==> config.mk <==
export PLATFORM = sky130hd
export DESIGN_NAME = spi_hs_master
export DESIGN_NICKNAME = d
export VERILOG_FILES = /design/src/rtl/spi_hs_pkg.sv /design/src/rtl/spi_hs_ctrl.sv /design/src/rtl/spi_hs_datapath.sv /design/src/rtl/spi_hs_master.sv
export SDC_FILE = /design/constraint.sdc
export NUM_CORES = 1
export LEC_CHECK = 0
export ABC_AREA = 1
export ABC_CLOCK_PERIOD_IN_PS = 2000
export BUFFER_PORTS_ARGS = -buffer_cell sky130_fd_sc_hd__buf_2
export CAP_MARGIN = 5
export CORE_ASPECT_RATIO = 1.5
export CORE_MARGIN = 2
export CORE_UTILIZATION = 28
export DETAILED_ROUTE_END_ITERATION = 8
export MAX_ROUTING_LAYER = met4
export PLACE_DENSITY = 0.56
export SLEW_MARGIN = 20
export SYNTH_ARGS = -nofsm -noshare
export SYNTH_HDL_FRONTEND = slang
export SYNTH_SLANG_ARGS = --single-unit
==> constraint.sdc <==
create_clock -name clk -period 2 [get_ports clk]
set_clock_uncertainty 0.2 [all_clocks]
set_input_delay 0.4 -clock clk [delete_from_list [all_inputs] [get_ports clk]]
set_output_delay 0.4 -clock clk [all_outputs]
set_load 0.1 [all_outputs]
==> src/rtl/spi_hs_pkg.sv <==
package spi_hs_pkg;

  localparam int unsigned REG_W = 8;

  // control register field positions
  localparam int unsigned CB_LOAD  = 5;
  localparam int unsigned CB_START = 4;
  localparam int unsigned CB_DONE  = 3;
  localparam int unsigned CB_DIR   = 2;
  localparam int unsigned CB_CST   = 1;
  localparam int unsigned CB_CSC   = 0;

  typedef enum logic [1:0] {
    ST_IDLE  = 2'd0,
    ST_LOAD  = 2'd1,
    ST_SHIFT = 2'd2
  } spiState_t;

  // strobes from control to datapath
  typedef struct packed {
    logic load;     // copy data register into shift register
    logic sample;   // capture MISO (rising SCLK)
    logic shift;    // advance shift register (falling SCLK)
    logic finish;   // last shift of the frame
    logic readDir;  // active access is a read
    logic idle;     // no transfer running
  } dpStrobe_t;

endpackage

==> src/rtl/spi_hs_ctrl.sv <==
module spi_hs_ctrl
  import spi_hs_pkg::*;
#(
  parameter int unsigned CLK_DIV = 4
) (
  input  logic             clk,
  input  logic             rstN,
  input  logic             ctrlWr,
  input  logic [REG_W-1:0] wrData,
  output logic [REG_W-1:0] ctrlRd,
  output dpStrobe_t        strobe,
  output logic             sclk,
  output logic             csTouch,
  output logic             csCodec
);

  localparam int unsigned HALF  = CLK_DIV / 2;
  localparam int unsigned DIV_W = (CLK_DIV > 1) ? $clog2(CLK_DIV) : 1;
  localparam int unsigned BIT_W = $clog2(REG_W);

  spiState_t        state;
  logic [DIV_W-1:0] divCnt;
  logic [BIT_W-1:0] bitCnt;
  logic             startFlag, loadFlag, doneFlag, dirRead;
  logic             startReq, divWrap;

  assign startReq = ctrlWr && wrData[CB_START] && (state == ST_IDLE);
  assign divWrap  = (divCnt == DIV_W'(CLK_DIV - 1));

  always_ff @(posedge clk or negedge rstN) begin
    if (!rstN) begin
      state     <= ST_IDLE;
      divCnt    <= '0;
      bitCnt    <= '0;
      startFlag <= 1'b0;
      loadFlag  <= 1'b0;
      doneFlag  <= 1'b0;
    end else begin
      unique case (state)
        ST_IDLE: begin
          if (startReq) begin
            state     <= ST_LOAD;
            startFlag <= 1'b1;
            loadFlag  <= 1'b0;
            doneFlag  <= 1'b0;
          end
        end
        ST_LOAD: begin
          state    <= ST_SHIFT;
          loadFlag <= 1'b1;
          divCnt   <= '0;
          bitCnt   <= '0;
        end
        ST_SHIFT: begin
          if (divWrap) begin
            divCnt <= '0;
            if (bitCnt == BIT_W'(REG_W - 1)) begin
              state     <= ST_IDLE;
              doneFlag  <= 1'b1;
              startFlag <= 1'b0;
            end else begin
              bitCnt <= bitCnt + 1'b1;
            end
          end else begin
            divCnt <= divCnt + 1'b1;
          end
        end
        default: state <= ST_IDLE;
      endcase
    end
  end

  // software-owned bits: selects any time, direction only while idle
  always_ff @(posedge clk or negedge rstN) begin
    if (!rstN) begin
      csTouch <= 1'b0;
      csCodec <= 1'b0;
      dirRead <= 1'b0;
    end else if (ctrlWr) begin
      csTouch <= wrData[CB_CST];
      csCodec <= wrData[CB_CSC];
      if (state == ST_IDLE) dirRead <= wrData[CB_DIR];
    end
  end

  assign sclk = (state == ST_SHIFT) && (divCnt >= DIV_W'(HALF));

  always_comb begin
    strobe.load    = (state == ST_LOAD);
    strobe.sample  = (state == ST_SHIFT) && (divCnt == DIV_W'(HALF - 1));
    strobe.shift   = (state == ST_SHIFT) && divWrap;
    strobe.finish  = strobe.shift && (bitCnt == BIT_W'(REG_W - 1));
    strobe.readDir = dirRead;
    strobe.idle    = (state == ST_IDLE);
  end

  always_comb begin
    ctrlRd           = '0;
    ctrlRd[CB_LOAD]  = loadFlag;
    ctrlRd[CB_START] = startFlag;
    ctrlRd[CB_DONE]  = doneFlag;
    ctrlRd[CB_DIR]   = dirRead;
    ctrlRd[CB_CST]   = csTouch;
    ctrlRd[CB_CSC]   = csCodec;
  end

  // an accepted start clears done and raises start
  p_start_accept_r3: assert property (@(posedge clk) disable iff (!rstN)
    startReq |=> (!doneFlag && startFlag));

  // load flag follows the load step
  p_load_flag_r3: assert property (@(posedge clk) disable iff (!rstN)
    (state == ST_LOAD) |=> loadFlag);

  // clock parked low while done is showing
  p_sclk_idle_r4: assert property (@(posedge clk) disable iff (!rstN)
    doneFlag |-> !sclk);

  // sample and shift never coincide
  p_strobe_excl_r4: assert property (@(posedge clk) disable iff (!rstN)
    $onehot0({strobe.sample, strobe.shift, strobe.load}));

  // start request during shifting does not reload
  p_busy_start_r8: assert property (@(posedge clk) disable iff (!rstN)
    (state == ST_SHIFT && ctrlWr) |=> (state != ST_LOAD));

  // direction frozen while busy
  p_dir_frozen_r8: assert property (@(posedge clk) disable iff (!rstN)
    (state != ST_IDLE) |=> $stable(dirRead));

endmodule

==> src/rtl/spi_hs_datapath.sv <==
module spi_hs_datapath
  import spi_hs_pkg::*;
(
  input  logic             clk,
  input  logic             rstN,
  input  logic             dataWr,
  input  logic [REG_W-1:0] wrData,
  input  dpStrobe_t        strobe,
  input  logic             miso,
  output logic             mosi,
  output logic [REG_W-1:0] dataRd
);

  logic [REG_W-1:0] dataReg, shiftReg;
  logic             rxBit;

  always_ff @(posedge clk or negedge rstN) begin
    if (!rstN) begin
      dataReg  <= '0;
      shiftReg <= '0;
      rxBit    <= 1'b0;
    end else begin
      if (dataWr && strobe.idle) dataReg <= wrData;
      if (strobe.load)   shiftReg <= dataReg;
      if (strobe.sample) rxBit    <= miso;
      if (strobe.shift)  shiftReg <= {shiftReg[REG_W-2:0], rxBit};
      if (strobe.finish && strobe.readDir)
        dataReg <= {shiftReg[REG_W-2:0], rxBit};
    end
  end

  assign mosi   = shiftReg[REG_W-1];
  assign dataRd = dataReg;

  // a write access leaves the data register alone
  p_write_keeps_r5: assert property (@(posedge clk) disable iff (!rstN)
    (strobe.finish && !strobe.readDir) |=> $stable(dataReg));

  // data writes while busy are dropped
  p_busy_data_r8: assert property (@(posedge clk) disable iff (!rstN)
    (dataWr && !strobe.idle && !strobe.finish) |=> $stable(dataReg));

endmodule

==> src/rtl/spi_hs_master.sv <==
module spi_hs_master
  import spi_hs_pkg::*;
#(
  parameter int unsigned CLK_DIV = 4
) (
  input  logic       clk,
  input  logic       rstN,
  input  logic       wrEn,
  input  logic       regAddr,
  input  logic [7:0] wrData,
  output logic [7:0] rdData,
  output logic       sclk,
  output logic       mosi,
  input  logic       miso,
  output logic       csTouch,
  output logic       csCodec
);

  dpStrobe_t        strobe;
  logic [REG_W-1:0] ctrlRd, dataRd;

  spi_hs_ctrl #(.CLK_DIV(CLK_DIV)) uCtrl (
    .clk     (clk),
    .rstN    (rstN),
    .ctrlWr  (wrEn && regAddr),
    .wrData  (wrData),
    .ctrlRd  (ctrlRd),
    .strobe  (strobe),
    .sclk    (sclk),
    .csTouch (csTouch),
    .csCodec (csCodec)
  );

  spi_hs_datapath uData (
    .clk    (clk),
    .rstN   (rstN),
    .dataWr (wrEn && !regAddr),
    .wrData (wrData),
    .strobe (strobe),
    .miso   (miso),
    .mosi   (mosi),
    .dataRd (dataRd)
  );

  assign rdData = regAddr ? ctrlRd : dataRd;

endmodule

==> summary.md <==
| Metric | Value |
|---|---|
| Most frequent cell after synthesis | `nand2_1` |
| Later-pin clock latency in the skew report | `0.29 ns` |
| Max Root-Sink Buffers | `2` |
| Starting DRC count in detailed routing | `91` |
| Cell variety after synth | `24` |
| ANT nets after route | `0` |
| YS warnings | `0` |
| Setup crit end kind | `output port` |
| Final nets | `251` |
| Power per cell area | `1520 nW/um^2` |
| Largest net degree at the start of global routing | `31` |
| CTS Buf Count | `5` |
| Status | `complete, no violations` |
| Grt total ovfl | `0` |
| Clock root buffer | `clkbuf_8` |
| Max Fclk | `521 MHz` |
| Final Cycle Share | `96.0%` |
| Mean post-synth cell area | `8.60 sq um` |
| Post-DP HPWL | `3.05 mm` |
| Sw Share | `47.3%` |
| Finish-stage setup viols | `0` |
| Vias per cell | `4.65` |
| Post-Syn Instances | `193` |
| Clock-pin slew on the worst setup and hold paths | `0.07 ns` |
| Setup CP Type | `flop to output port` |
| Slew headroom | `54.9%` |
| Area Growth Syn to Fin | `29.6%` |
| RSZ-0062 raised after global routing | `no` |
| Req. time, crit path | `1.40 ns` |
| Final worst path period need | `1.92 ns` |
| Number of remaining DRC errors | `0` |
| Die Span X | `66.9 microns` |
| Max-slew violations | `0` |
| Vias | `1,399` |
| HP Class | `input pin to flop` |
| Synthesized cell area | `1660 sq um` |
| Syn nets | `216` |
| # rows | `34` |
| CTS H-Tree Depth | `2` |
| HP Start | `wrData[7]` |
| Post-synthesis sequential area ratio | `45.2%` |
| Die area | `6570 sq um` |
| Non-Filler Instances | `301` |
| Die Y | `98.3 microns` |
| Pint | `0.00172 W` |
| Count of final hold-check violations | `0` |
| MaxCap Viol Count | `0` |
| R2R Path Start | `uCtrl.bitCnt[0]` |
| Worst-path maximum fanout | `4` |
| Initial core utilization | `28.7%` |
| Ys async rst share | `100%` |
| Placeable Area | `5790 sq um` |
| Predominant post-synthesis flop cell | `dfrtp_1` |
| Placed Cells | `289` |
| Tot GR Track Use | `14.2%` |
| Port bufs | `24` |
| Sequential Power Share | `31.4%` |
| Drt pass-1 iters | `4` |
| Crit path DAT | `1.32 ns` |
| Pwr Total | `0.00327 W` |
| Top post-synthesis cells by count | `44 x nand2_1, 36 x nand3_1, 30 x dfrtp_1` |
| Area post-placement | `2010 sq um` |
| Area leader, netlist | `dfrtp_1` |
| Initial antenna violation count | `0` |
| Vias in the first global route | `1,446` |
| Drt total wl | `3.93 mm` |
| Synthesized flop and latch total | `30` |
| Synth top area cells | `dfrtp_1 45%, nand3_1 11%, nand2_1 9.9%, ha_1 7.5%, inv_1 5.4%` |
| CP startpoint | `uCtrl.state[0]` |
| Per-cell routed wire length | `13.1 microns` |
| Pre-CTS worst setup slack | `0.148 ns` |
| I/O Pins | `25` |
| Power share of the clock group | `15.8%` |
| Startpoint Class | `flop` |
| Share of layout cells above drive strength 1 | `26.2%` |
| First-pass GRT wire length | `6.80 mm` |
| N_diodes | `0` |
| Final Cell Area | `2150 sq um` |
| Pleak | `1.04 nW` |
| GPL Wtd Cong | `0.807` |
| Worst setup margin | `0.0809 ns` |
| Sink Count | `30` |
| Number of synthesized flops with an enable pin | `0` |
| CTS tree | `done` |
| Switching Power | `0.00155 W` |
| Combinational Power Share | `52.8%` |
| Peak VDD IR | `0.333 mV` |
| Synth top area share | `45.2%` |
| Worst slew pin tran | `0.677 ns` |
-- per-stage QoR --
stage	hold slack [ns]	TNS, ns	utilization (%)
floorplan	-0.0956	-1.25	-
global placement	0.259	0	34.8
detailed placement	0.260	0	34.8
CTS	0.147	0	36.8
global route	0.145	0	37.2
finish	0.145	0	37.2
-- cells by family (layout without fill, tap and decap cells) --
kind of cell	Yosys count	count (layout)	synth area share, %
AOI/OAI and AO/OA	18	18	7.76
adders and majority gates	10	10	7.54
and+or+nand+nor	100	100	29.1
DFF	30	30	45.2
buffers and inverters	33	69	9.04
muxes	2	2	1.36
-- sequential cells by signal (all words and copies together) (netlist names) --
register,cells
uCtrl.divCnt,2
uData.dataRd,8
uCtrl.dirRead,1
uCtrl.csCodec,1
uData.rxBit,1
uCtrl.bitCnt,3
uCtrl.startFlag,1
uCtrl.doneFlag,1
uCtrl.loadFlag,1
uCtrl.state,2
uData.shiftReg,8
uCtrl.csTouch,1
-- what timing repair did --
action                                 in CTS  in global routing
resized for setup                           3                  1
setup endpoints to repair                   1                  1
endpoints found under the hold margin      30                  0
hold buffers                                1                  0
buffers inserted                            0                  3
cloned                                      0                  0
pin swaps                                   0                  0
-- placed cells by master, fill, tap and decap left out, types with 6 or more instances in the layout --
cell	synthesis	routed
clkbuf_8	0	6
o221ai_1	6	6
nand2_1	44	42
buf_2	0	15
inv_1	24	23
buf_4	1	8
ha_1	10	9
dfrtp_1	30	28
nand3_1	36	36
nor2_1	9	7
buf_12	0	9
-- worst paths after layout --
kind                       cells past startpoint  slack (ns)         endpoint
max reg2reg                                    6        0.16  uData.dataRd[0]
min reg2reg                                    2        0.27  uCtrl.startFlag
min                                            3        0.15  uData.dataRd[7]
max in group asynchronous                      2        0.64    uCtrl.csCodec
min in group asynchronous                      2        0.48  uData.dataRd[7]
max                                            5        0.08             sclk
-- cell type report --
cell class              count  area [sq um]
repair buffers             33           325
fillers                   612          3630
inverters                  28           105
well taps                  72          90.1
flip-flops and latches     30           753
multi-input cells         130           787
clock buffers               7          86.3
clock inverters             1          5.00
-- critical path, cell delays in order (launching register included) --
cell and delay (ns):
dfrtp_1 0.40, inv_2 0.10, ha_4 0.15, inv_2 0.07, nor2_4 0.12, buf_12 0.18
-- power groups by stage --
stage                     Sequential, W  Clock [W]  Combinational, W
after CTS                       0.00103   0.000532           0.00172
after global routing            0.00106   0.000563           0.00189
after floorplan                 0.00108          0           0.00111
final                           0.00103   0.000515           0.00173
after detailed placement        0.00103          0           0.00170
after global placement          0.00103          0           0.00168
-- routing by layer --
metal  vias to the layer above  wire length (microns)  global-route usage (%)
met2                        25                   2170                    24.9
met5                         -                      0                       -
met4                         0                     88                    6.75
li1                        709                      -                       -
met1                       658                   1560                    14.5
met3                         7                    122                    3.11
Power figures use the tool's default switching activity.
